--- config.mk ---
export PLATFORM = sky130hd
export DESIGN_NAME = i2s_tx_port
export DESIGN_NICKNAME = d
export VERILOG_FILES = /design/src/rtl/i2s_tx_pkg.sv /design/src/rtl/i2s_tx_fifo.sv /design/src/rtl/i2s_tx_serializer.sv /design/src/rtl/i2s_tx_port.sv
export SDC_FILE = /design/constraint.sdc
export NUM_CORES = 1
export LEC_CHECK = 0
export BUFFER_PORTS_ARGS = -buffer_cell sky130_fd_sc_hd__clkbuf_2
export CORE_UTILIZATION = 55
export CTS_BUF_LIST = sky130_fd_sc_hd__clkbuf_2 sky130_fd_sc_hd__clkbuf_4 sky130_fd_sc_hd__clkbuf_8
export DETAILED_ROUTE_END_ITERATION = 8
export PLACE_DENSITY = 0.76
export SLEW_MARGIN = 10
export SYNTH_ARGS = -nofsm -noshare
export SYNTH_HDL_FRONTEND = slang
export SYNTH_SLANG_ARGS = --single-unit
--- constraint.sdc ---
create_clock -name clk -period 3.1 [get_ports clk]
set_clock_uncertainty 0.05 [all_clocks]
set_input_delay 0.31 -clock clk [delete_from_list [all_inputs] [get_ports clk]]
set_output_delay 0.31 -clock clk [all_outputs]
set_load 0.02 [all_outputs]
--- src/rtl/i2s_tx_pkg.sv ---
package i2s_tx_pkg;
    localparam int unsigned SAMPLE_W   = 24;
    localparam int unsigned BUF_DEPTH  = 16;
    localparam int unsigned DMA_THRESH = 8;
endpackage

--- src/rtl/i2s_tx_fifo.sv ---
module i2s_tx_fifo #(
    parameter int unsigned W     = 24,
    parameter int unsigned DEPTH = 16,
    localparam int unsigned AW   = (DEPTH > 1) ? $clog2(DEPTH) : 1,
    localparam int unsigned CW   = $clog2(DEPTH + 1)
) (
    input  logic          clk,
    input  logic          rst_n,
    input  logic          clr,
    input  logic          wr,
    input  logic [W-1:0]  wdata,
    input  logic          rd,
    output logic [W-1:0]  rdata,
    output logic [CW-1:0] count,
    output logic          full,
    output logic          empty
);
    typedef struct packed {
        logic [DEPTH-1:0][W-1:0] mem;
        logic [AW-1:0]           wp;
        logic [AW-1:0]           rp;
        logic [CW-1:0]           cnt;
    } fifo_st_t;

    fifo_st_t st_d, st_q;

    function automatic logic [AW-1:0] bump(input logic [AW-1:0] p);
        if (p == AW'(DEPTH - 1)) return '0;
        return p + AW'(1);
    endfunction

    always_comb begin
        logic do_wr;
        logic do_rd;
        st_d  = st_q;
        do_wr = wr && (st_q.cnt != CW'(DEPTH));
        do_rd = rd && (st_q.cnt != '0);
        if (clr) begin
            st_d.wp  = '0;
            st_d.rp  = '0;
            st_d.cnt = '0;
        end else begin
            if (do_wr) begin
                st_d.mem[st_q.wp] = wdata;
                st_d.wp           = bump(st_q.wp);
            end
            if (do_rd) begin
                st_d.rp = bump(st_q.rp);
            end
            if (do_wr && !do_rd) st_d.cnt = st_q.cnt + CW'(1);
            else if (!do_wr && do_rd) st_d.cnt = st_q.cnt - CW'(1);
        end
    end

    always_ff @(posedge clk) begin
        if (!rst_n) st_q <= '0;
        else        st_q <= st_d;
    end

    assign rdata = st_q.mem[st_q.rp];
    assign count = st_q.cnt;
    assign full  = (st_q.cnt == CW'(DEPTH));
    assign empty = (st_q.cnt == '0);

    assert_no_overflow_R2: assert property (@(posedge clk) disable iff (!rst_n)
        count <= CW'(DEPTH));
    assert_full_holds_R2: assert property (@(posedge clk) disable iff (!rst_n)
        (full && wr && !rd && !clr) |=> full);
    assert_flags_excl_R3: assert property (@(posedge clk) disable iff (!rst_n)
        !(full && empty));
    assert_clear_empties_R8: assert property (@(posedge clk) disable iff (!rst_n)
        clr |=> empty);
endmodule

--- src/rtl/i2s_tx_serializer.sv ---
module i2s_tx_serializer #(
    parameter int unsigned W  = 24,
    localparam int unsigned LW = $clog2(W + 1)
) (
    input  logic         clk,
    input  logic         rst_n,
    input  logic         bclk_fall,
    input  logic         lrclk,
    input  logic         tx_en,
    input  logic         mute,
    input  logic         clr,
    input  logic         empty,
    input  logic [W-1:0] word,
    output logic         pop,
    output logic         sd,
    output logic         urun
);
    typedef struct packed {
        logic          lr;
        logic [W-1:0]  sh;
        logic [LW-1:0] left;
        logic          sd;
        logic          urun;
    } ser_st_t;

    ser_st_t st_d, st_q;

    always_comb begin
        st_d = st_q;
        pop  = 1'b0;
        if (bclk_fall) begin
            st_d.lr = lrclk;
            st_d.sd = (st_q.left != '0) ? st_q.sh[W-1] : 1'b0;
            if (st_q.left != '0) begin
                st_d.sh   = {st_q.sh[W-2:0], 1'b0};
                st_d.left = st_q.left - LW'(1);
            end
            if (lrclk != st_q.lr) begin
                st_d.left = LW'(W);
                st_d.sh   = '0;
                if (tx_en) begin
                    if (!empty) begin
                        pop = 1'b1;
                        if (!mute) st_d.sh = word;
                    end else begin
                        st_d.urun = 1'b1;
                    end
                end
            end
        end
        if (clr) st_d.urun = 1'b0;
    end

    always_ff @(posedge clk) begin
        if (!rst_n) st_q <= '0;
        else        st_q <= st_d;
    end

    assign sd   = st_q.sd;
    assign urun = st_q.urun;

    assert_tail_zero_R1: assert property (@(posedge clk) disable iff (!rst_n)
        (bclk_fall && st_q.left == '0) |=> !sd);
    assert_sticky_urun_R7: assert property (@(posedge clk) disable iff (!rst_n)
        (urun && !clr) |=> urun);
    assert_no_pop_disabled_R9: assert property (@(posedge clk) disable iff (!rst_n)
        !tx_en |-> !pop);
    assert_sd_hold_R11: assert property (@(posedge clk) disable iff (!rst_n)
        !bclk_fall |=> $stable(sd));
endmodule

--- src/rtl/i2s_tx_port.sv ---
module i2s_tx_port
    import i2s_tx_pkg::*;
#(
    parameter int unsigned W      = SAMPLE_W,
    parameter int unsigned DEPTH  = BUF_DEPTH,
    parameter int unsigned THRESH = DMA_THRESH,
    localparam int unsigned CW    = $clog2(DEPTH + 1)
) (
    input  logic         clk,
    input  logic         rst_n,
    input  logic         tx_en,
    input  logic         mute,
    input  logic         clr_fifo,
    input  logic         dma_mode,
    input  logic         loopback,
    input  logic         cpu_wr,
    input  logic [W-1:0] cpu_wdata,
    input  logic         dma_wr,
    input  logic [W-1:0] dma_wdata,
    input  logic         bclk_fall,
    input  logic         lrclk,
    input  logic         rx_sd_in,
    output logic         sd_out,
    output logic         rx_sd_mux,
    output logic         fifo_full,
    output logic         fifo_empty,
    output logic         underrun,
    output logic         dma_req
);
    logic          wr_sel;
    logic [W-1:0]  wdata_sel;
    logic          pop;
    logic [W-1:0]  head;
    logic [CW-1:0] level;

    always_comb begin
        wr_sel    = dma_mode ? dma_wr    : cpu_wr;
        wdata_sel = dma_mode ? dma_wdata : cpu_wdata;
    end

    i2s_tx_fifo #(.W(W), .DEPTH(DEPTH)) u_fifo (
        .clk   (clk),
        .rst_n (rst_n),
        .clr   (clr_fifo),
        .wr    (wr_sel),
        .wdata (wdata_sel),
        .rd    (pop),
        .rdata (head),
        .count (level),
        .full  (fifo_full),
        .empty (fifo_empty)
    );

    i2s_tx_serializer #(.W(W)) u_ser (
        .clk       (clk),
        .rst_n     (rst_n),
        .bclk_fall (bclk_fall),
        .lrclk     (lrclk),
        .tx_en     (tx_en),
        .mute      (mute),
        .clr       (clr_fifo),
        .empty     (fifo_empty),
        .word      (head),
        .pop       (pop),
        .sd        (sd_out),
        .urun      (underrun)
    );

    assign dma_req   = dma_mode && (level <= CW'(THRESH));
    assign rx_sd_mux = loopback ? sd_out : rx_sd_in;

    assert_clear_flag_R8: assert property (@(posedge clk) disable iff (!rst_n)
        clr_fifo |=> (fifo_empty && !underrun));
    assert_req_mode_R6: assert property (@(posedge clk) disable iff (!rst_n)
        (dma_req && !dma_mode) |-> 1'b0);
    assert_req_when_empty_R6: assert property (@(posedge clk) disable iff (!rst_n)
        (dma_mode && fifo_empty) |-> dma_req);
endmodule

==> out/metrics.cfg <==
[place]
preCtsSetupSlack_ns = 0.225
port_buffers = 65
placed_cells = 2180
dp.final_hpwl_um = 26000
place.gp.congestion = 0.777

[hold_path]
hp-start = mute
hold_class = input pin to flip-flop

[synthesis]
ys_async_sr_fraction = 0
synth_top_area_share = 0.449
synth_edf_count = 0
synth_cell_types = 50
syn_area_per_cell_um2 = 10.6
ys_top_cells_by_area = dfxtp_1, o211a_1, mux4_2
synth-seq-cells = 429
syn_area_um2 = 19100
netlist.top_cell.by_area = dfxtp_1
syn_inst = 1799
ys_seq_area_frac = 0.449
synth_fp_nets = 1870
synth_ff_type = dfxtp_1
ys_warn_count = 0

[setup_path]
critPathLaunch = u_fifo.count[0]$_SDFFE_PP0P_
ff2ff_setup_slack_ns = 0.18
cpMaxStageDelayCell = or4_4
startpoint_type = flip-flop
reg2reg_from = u_fifo.count[0]$_SDFFE_PP0P_
reg2reg_to = u_fifo.count[4]$_SDFFE_PP0P_
crit_path_end = u_fifo.count[4]$_SDFFE_PP0P_
crit_buf_inv = 2
cp_top_family = simple AND/OR/NAND/NOR gates
crit_chain = or4_4 -> o21ai_4 -> inv_1 -> ha_1 -> inv_1 -> ha_1 -> a21o_1 -> a21oi_1 -> xnor2_1 -> or3_1 -> a21oi_1
rr_worst_depth = 11
crit_type = flip-flop to flip-flop
crit_fanout = 6
endpoint_kind = flip-flop
slowest_delay_ns = 0.59
critPathRequiredTime_ns = 3.56
worstPathArrival_ns = 3.38
path_depth = 11

[die]
initial_core_util = 0.564
pin_count = 66
rows = 67
fp.dieArea_um2 = 35500
die_w_um = 188
core_um2 = 33900
dieHeight_um = 188

[global_routing]
grt_util_all_layers = 0.272
grt-ovfl-total = 0
grt_pass1_vias = 14500
grt_max_degree = 114
antenna_found_initial = 1
grt_pass1_wl_um = 76800

[timing]
slew_headroom = 0.340
holdWs_ns = 0.0648
max_freq_mhz = 342
fin_crit_ns = 2.92
setup_violations = 0
drv_slew = 0
fin_crit_sh = 0.943
worst_pin_slew_ns = 0.989
fin_ws_ns = 0.176
finalSetupTns_ns = 0
hold_violations = 0

[cts]
cts.sinks = 429
clock-root-buffer = clkbuf_8
clk_pin_slew_worst_paths_ns = 0.06
cts_tree = done
clock_path_buffers = 3
h-tree-depth = 3
cts_inserted_buffers = 70
clk_latency_ns = 0.59
postCtsSetupBuffers = 0

[layout]
diodes = 0
syn_to_final_growth_pct = 12.4
nets = 1877
finalNonFillerCells = 2302
nFillCells = 2697
drive_above_1_share = 0.227

[run]
cap_violations = 0

[power]
p_leak_uw = 0.0123
vdd.ir_drop.worst_uv = 382
finalPower_uw = 11600
powerDensity_nw_per_um2 = 538

[detailed_routing]
dr.pass1.iters = 5
ant_nets = 0
via_count = 14400
drc = 0
wirelength_um = 47500
avgViaCountPerCell = 6.27
wl_per_cell_um = 20.6
drt_first_iter_violations = 1225

[outcome]
outcome = finished, final reports clean

[how the worst min path moves through the flow]
stage                                  endpoint  slack, ns  cells past startpoint
finish              u_ser.st_q[29]$_SDFFE_PN0P_       0.06                      4
floorplan            u_ser.st_q[7]$_SDFFE_PN0P_       0.39                      2
detailed placement      u_ser.urun$_SDFFE_PP0P_       0.42                      2
global route        u_ser.st_q[29]$_SDFFE_PN0P_       0.06                      4
global placement        u_ser.urun$_SDFFE_PP0P_       0.40                      2
CTS                 u_ser.st_q[29]$_SDFFE_PN0P_       0.03                      4
[cells in the mapped netlist (all sizes together) (2+ instances only)]
cell / number
a2111oi: 2
a21o: 2
a21oi: 53
a22oi: 22
a31oi: 5
and2: 4
and3: 2
buf: 73
clkbuf: 125
dfxtp: 429
ha: 10
inv: 13
mux2: 47
mux2i: 32
mux4: 95
nand2: 396
nand2b: 5
nand3: 5
nor2: 19
nor2b: 4
nor3: 6
nor4: 9
o211a: 384
o21a: 2
o21ai: 29
or4: 2
xnor2: 6
xor2: 4
[layout by cell type (no fill, tap or decap), drive strengths merged, types with 9 or more instances in the layout]
master	n
a21oi	53
mux2i	32
ha	10
nor2	19
dfxtp	429
o21ai	29
a22oi	22
inv	14
buf	67
mux4	95
clkbuf	174
mux2	47
nor4	9
o211a	384
nand2	396
[flip-flops by register name, indices dropped and copies added, names as in the netlist]
signal,flops
u_fifo.count,5
u_ser.urun,1
u_ser.sd,1
u_fifo.st_q,392
u_ser.st_q,30
[cell type report]
class	instances	area, um^2	area share
sequential	429	8600	0.400
timing repair buffer	133	1090	0.0507
clock inverter	10	86.3	0.00402
clock buffer	110	1350	0.0626
multi-input combinational	1159	9760	0.454
tap	448	561	0.0261
inverter	13	48.8	0.00227
[cells by family (layout without fill, tap and decap cells)]
kind of cell             after synthesis  after routing  share of synthesized area
XOR/XNOR                              10             10                    0.00458
AO/OA/AOI/OAI                        508            508                      0.240
flip-flops                           429            429                      0.449
adder cells (fa/ha/maj)               11             11                    0.00759
multiplexers                         174            174                      0.156
buffers and inverters                211            266                     0.0463
AND/OR/NAND/NOR                      456            456                     0.0954
[metal layers]
layer  track usage  vias up  routed length (um)
met5             0        -                   0
met1         0.356     7206               20100
met4         0.107        0                1470
met3        0.0393      118                2980
met2         0.455      474               22900
li1              -     6644                   -
[what timing repair did]
action | 4_1_cts | 5_1_grt
endpoints found under the hold margin | 2 | 0
gates resized for setup | 0 | 2
endpoints found under the setup margin | 0 | 1
hold buffers | 2 | 0
[tightest hold or removal path, stage by stage]
cell	delay [ns]
clkbuf_2	0.09
a2111oi_2	0.06
o221ai_1	0.14
a31oi_1	0.05
[power by group]
group	internal (uW)	total (uW)	switching [uW]
clock network	2830	5020	2190
registers	5610	5680	65.9
logic	330	862	532
[metrics by stage]
stage	instance area (um^2)	utilization
floorplan	19100	-
global placement	20000	0.591
detailed placement	20000	0.591
CTS	21500	0.634
global route	21500	0.634
finish	21500	0.634
Power figures use the tool's default switching activity.
